==> src/rtl/helical_interleaver.sv <==
module helical_interleaver #(
  parameter int COLS = 3,
  parameter int GRP  = 2,
  parameter int STEP = 1,
  parameter int W    = 8,
  parameter logic [W-1:0] INIT = '1
) (
  input  logic                   clk,
  input  logic                   rst,
  input  logic                   in_valid,
  output logic                   in_ready,
  input  logic [COLS*GRP*W-1:0]  in_data,
  output logic                   out_valid,
  input  logic                   out_ready,
  output logic [COLS*GRP*W-1:0]  out_data
);
  logic accept;
  logic was_acc;
  logic fresh;

  assign out_valid = in_valid;
  assign in_ready  = out_ready;
  assign accept    = in_valid & out_ready;

  always_ff @(posedge clk) begin
    if (rst) begin
      was_acc <= 1'b0;
      fresh   <= 1'b1;
    end else begin
      was_acc <= accept;
      if (accept) fresh <= 1'b0;
    end
  end

  for (genvar c = 0; c < COLS; c++) begin : g_col
    localparam int D = c * STEP;
    if (D == 0) begin : g_pass
      for (genvar i = 0; i < GRP; i++) begin : g_sym
        assign out_data[(i*COLS+c)*W +: W] = in_data[(c*GRP+i)*W +: W];
      end
    end else begin : g_dly
      logic [D-1:0][W-1:0] hist;
      logic [D-1:0][W-1:0] hist_nx;

      for (genvar i = 0; i < GRP; i++) begin : g_out
        if (i < D) begin : g_old
          assign out_data[(i*COLS+c)*W +: W] = hist[i];
        end else begin : g_new
          assign out_data[(i*COLS+c)*W +: W] = in_data[(c*GRP+i-D)*W +: W];
        end
      end

      for (genvar j = 0; j < D; j++) begin : g_nx
        if (GRP + j < D) begin : g_keep
          assign hist_nx[j] = hist[GRP+j];
        end else begin : g_load
          assign hist_nx[j] = in_data[(c*GRP+GRP+j-D)*W +: W];
        end
      end

      always_ff @(posedge clk) begin
        if (rst)         hist <= {D{INIT}};
        else if (accept) hist <= hist_nx;
      end


      stall_hold_chk: assert property (@(posedge clk) disable iff (rst)
        !accept |=> $stable(hist));


      fresh_init_chk: assert property (@(posedge clk) disable iff (rst)
        (fresh && in_valid) |-> out_data[c*W +: W] == INIT);


      newest_store_chk: assert property (@(posedge clk) disable iff (rst)
        accept |=> hist[D-1] == $past(in_data[(c*GRP+GRP-1)*W +: W]));

      if (D <= GRP) begin : g_short

        carry_over_chk: assert property (@(posedge clk) disable iff (rst)
          (accept && was_acc) |-> out_data[c*W +: W] == $past(in_data[(c*GRP+GRP-D)*W +: W]));
      end
    end
  end
endmodule

==> config.mk <==
export PLATFORM = sky130hd
export DESIGN_NAME = helical_interleaver
export DESIGN_NICKNAME = d
export VERILOG_FILES = /design/src/rtl/helical_interleaver.sv
export SDC_FILE = /design/constraint.sdc
export NUM_CORES = 1
export LEC_CHECK = 0
export BUFFER_PORTS_ARGS = -buffer_cell sky130_fd_sc_hd__clkbuf_2
export CORE_ASPECT_RATIO = 0.6
export CORE_MARGIN = 8
export CORE_UTILIZATION = 36
export DETAILED_ROUTE_END_ITERATION = 7
export PLACE_DENSITY_LB_ADDON = 0.2
export RECOVER_POWER = 50
export SLEW_MARGIN = 40
export SYNTH_ARGS = -nofsm -noshare
export SYNTH_HDL_FRONTEND = slang
export SYNTH_SLANG_ARGS = --single-unit
==> constraint.sdc <==
create_clock -name clk -period 1.1 [get_ports clk]
set_input_delay 0.33 -clock clk [delete_from_list [all_inputs] [get_ports clk]]
set_output_delay 0.33 -clock clk [all_outputs]
set_load 0.05 [all_outputs]
Word level (Yosys, flattened, before mapping)
Index checks and enable logic that the tools add are counted.
{"block": "classes", "bitwise": 1}
{"operator": "bitwise AND 1 bit", "n": 1}
{"block": "word_totals", "ff_bits": 24, "inputBits": 52, "out_inout_bits": 50, "wordCells": 4}

Logic depth before layout (Yosys ltp)
{"block": "depth", "word_depth": 1, "mapped_depth": 3, "depth_no_buf": 2}

Worst setup path after synthesis
No wires, ideal clock.
{"block": "synth_timing", "kind": "input port to flip-flop", "startpoint": "input port in_valid", "endpoint": "register g_col[1].g_dly.hist[6] (netlist bit)", "setup_time_ns": 0.120, "t_arrival_ns": 0.890, "required_ns": 0.980, "setup_slack_ns": 0.090, "stages": 3, "path_buffers": 1, "cell_sequence": "clkbuf_1 -> and3_1 -> a211o_1"}
{"block": "synth_via", "elab_chain_len": 1}
{"item": "start, declared", "line_no": "10", "text": "input logic in_valid,"}
{"item": "bitwise AND 1 bit", "line_no": "23", "text": "assign accept = in_valid & out_ready;"}
{"item": "end signal, assigned", "line_no": "62", "text": "if (rst) hist <= {D{INIT}};"}
{"item": "end signal, assigned", "line_no": "63", "text": "else if (accept) hist <= hist_nx;"}
{"item": "end, declared", "line_no": "42", "text": "logic [D-1:0][W-1:0] hist;"}
Every way passes these cells.
A chain may end at the register's enable or synchronous reset.

Worst setup path after layout
{"block": "layout_timing", "startpoint": "register g_col[1].g_dly.hist[7] (netlist bit)", "endpoint": "output port out_data[15]"}
{"item": "end, declared", "line_no": "15", "text": "output logic [COLS*GRP*W-1:0] out_data"}
No word-level cell between the ends.

==> metrics.cfg <==
[cts]
clkSinkCount=24
insertion_delay_ns=0.26
root_buffer=clkbuf_8
cts_tree=built
htreeDepth=1
cts-buffers-inserted=3
clkSlewWorstSetupHoldPaths_ns=0.08
clk_path_buf_depth=2
ctsHoldBuffers=0

[setup_path]
crit_required_ns=0.77
start_kind=flop
cp-end-kind=primary output
worstSetupPathType=reg2out
cpLargestDelayFamily=flip-flops
arrival_ns=0.80
cp_slowest_stage_delay_ns=0.37
path_cells=clkbuf_16
crit_slowest_cell=dfxtp_2
rrSetupSlack_ns=0.27
critPathMaxFanout=2
crit_buf_inv=1

[detailed_routing]
drc_errors=0
via_per_inst=5.00
wire_per_inst_um=17.7
drtPass1Iterations=4
via_count=920
drt_wl_total_um=3260
drt_first_iter_violations=55
final_antenna_net_count=0

[synth]
yosys-top-cells-count=buf_4 (26), a211o_1 (24), and3_1 (24), dfxtp_1 (24), clkbuf_1 (5)
syn_inst=107
synth.area.top_cells=dfxtp_1 (44%), a211o_1 (19%), buf_4 (18%)
synthFlopType=dfxtp_1
synth_top_cell_by_area=dfxtp_1
synth.avg_cell_area_um2=10.2
synth_cell_types=8
synth_async_sr_flop_share_pct=0
ys_ff_latch=24
yosysSeqAreaShare_pct=44.1
syn_nets=159
yosys_warnings=0
synth_edf_count=0
yosysMostFrequentCell=buf_4
netlist_area_um2=1090
synth_top_cell_area_share_pct=44.1

[sta]
hold_viol=0
fmax_mhz=886
setup_violations=23
fin_setup_tns_ns=-0.278
fin_crit_sh_pct=103
skew_ns=0
period_minus_slack_ns=1.13
tightestPinTransition_ns=0.469
slew_headroom_pct=68.7
rsz0062_at_grt=true
worst_hold_slack_ns=0.382
fin_ws_ns=-0.0293
slew_violations=0

[grt]
grt_pass1_wl_um=5180
grt-ovfl-total=0
grt_max_degree=25
grt_usage_pct=12.8
antenna_found_initial=0
first_global_vias=1031

[finish]
fin_nets=195
utilization_pct=65.3
final_cells=184
drive_above_1_share_pct=66.2
syn2layout_area_growth_pct=72.3
n_antenna_cell=0
final_area_um2=1880

[floorplan]
boundaryPins=102
die_x_um=87.0
initial_core_util_pct=37.9
rows=15
coreArea_um2=2870
die_h_um=58.6
die_area_um2=5100

[pwr]
irDropWorstVdd_uv=678
power_mw=2.32
powerDensity_nw_per_um2=1240
p_leak_nw=0.955

[min_path]
hp-class=in2reg

[placed_design]
gp_congestion=0.749
dp_slack_ns=-0.101
place_hpwl_um=2290
port_buffers=53
place_area_um2=1270
place_inst=175

[status]
violations=negative setup slack
status=finished, violations left

[job]
drv_cap=0

==> timing repair <==
action	4_1_cts	5_1_grt
gates resized for setup	96	0
setup endpoints to repair	24	24
setup buffers	3	2
==> flip-flops by register name, indices dropped and copies added (netlist names) <==
register and flops:
out_data 16, g_col.g_dly.hist 8
==> report_power, final <==
group	internal, mW	leakage (nW)	switching [mW]
Clock	0.319	0.0288	0.272
Combinational	0.389	0.735	0.343
Sequential	0.941	0.191	0.0568
==> kinds of logic after synthesis <==
group / after synthesis / share of synthesized area [%]
AND/OR/NAND/NOR: 25 / 14.4
buffers and inverters: 34 / 22.2
flip-flops: 24 / 44.1
AO/OA/AOI/OAI: 24 / 19.3
==> cell usage in the layout, fill, tap and decap left out <==
cell / synthesis / layout
buf_12: 0 / 4
nand2_2: 1 / 1
dfxtp_2: 0 / 24
clkbuf_8: 0 / 4
clkbuf_2: 0 / 27
a211o_1: 24 / 24
clkbuf_16: 0 / 24
buf_4: 26 / 10
and3_1: 24 / 24
==> cell type report <==
type / instances / area (um2)
multi-input combinational: 49 / 367
timing repair buffer: 65 / 891
sequential: 24 / 510
clock buffer: 4 / 55.1
tap: 42 / 52.6
fill: 208 / 996
==> worst paths after layout <==
path                                             from                         to  depth (start not counted)
setup / recovery  g_col[1].g_dly.hist[7]$_SDFFE_PP1P_               out_data[15]                          1
hold / removal                            in_data[42]  out_data[42]$_SDFFE_PP1P_                          3
setup reg to reg            out_data[23]$_SDFFE_PP1P_  out_data[23]$_SDFFE_PP1P_                          2
hold reg to reg             out_data[42]$_SDFFE_PP1P_  out_data[42]$_SDFFE_PP1P_                          1
==> metal layers <==
metal / routed length, um / vias to the layer above / global-route usage, % / share of wire, %
li1: - / 431 / - / -
met1: 1290 / 421 / 14.1 / 40
met2: 1520 / 32 / 20.6 / 47
met3: 263 / 36 / 3.74 / 8.1
met4: 177 / 0 / 10.2 / 5.4
met5: 0 / - / 0 / 0
(Power assumes the default switching activity.)
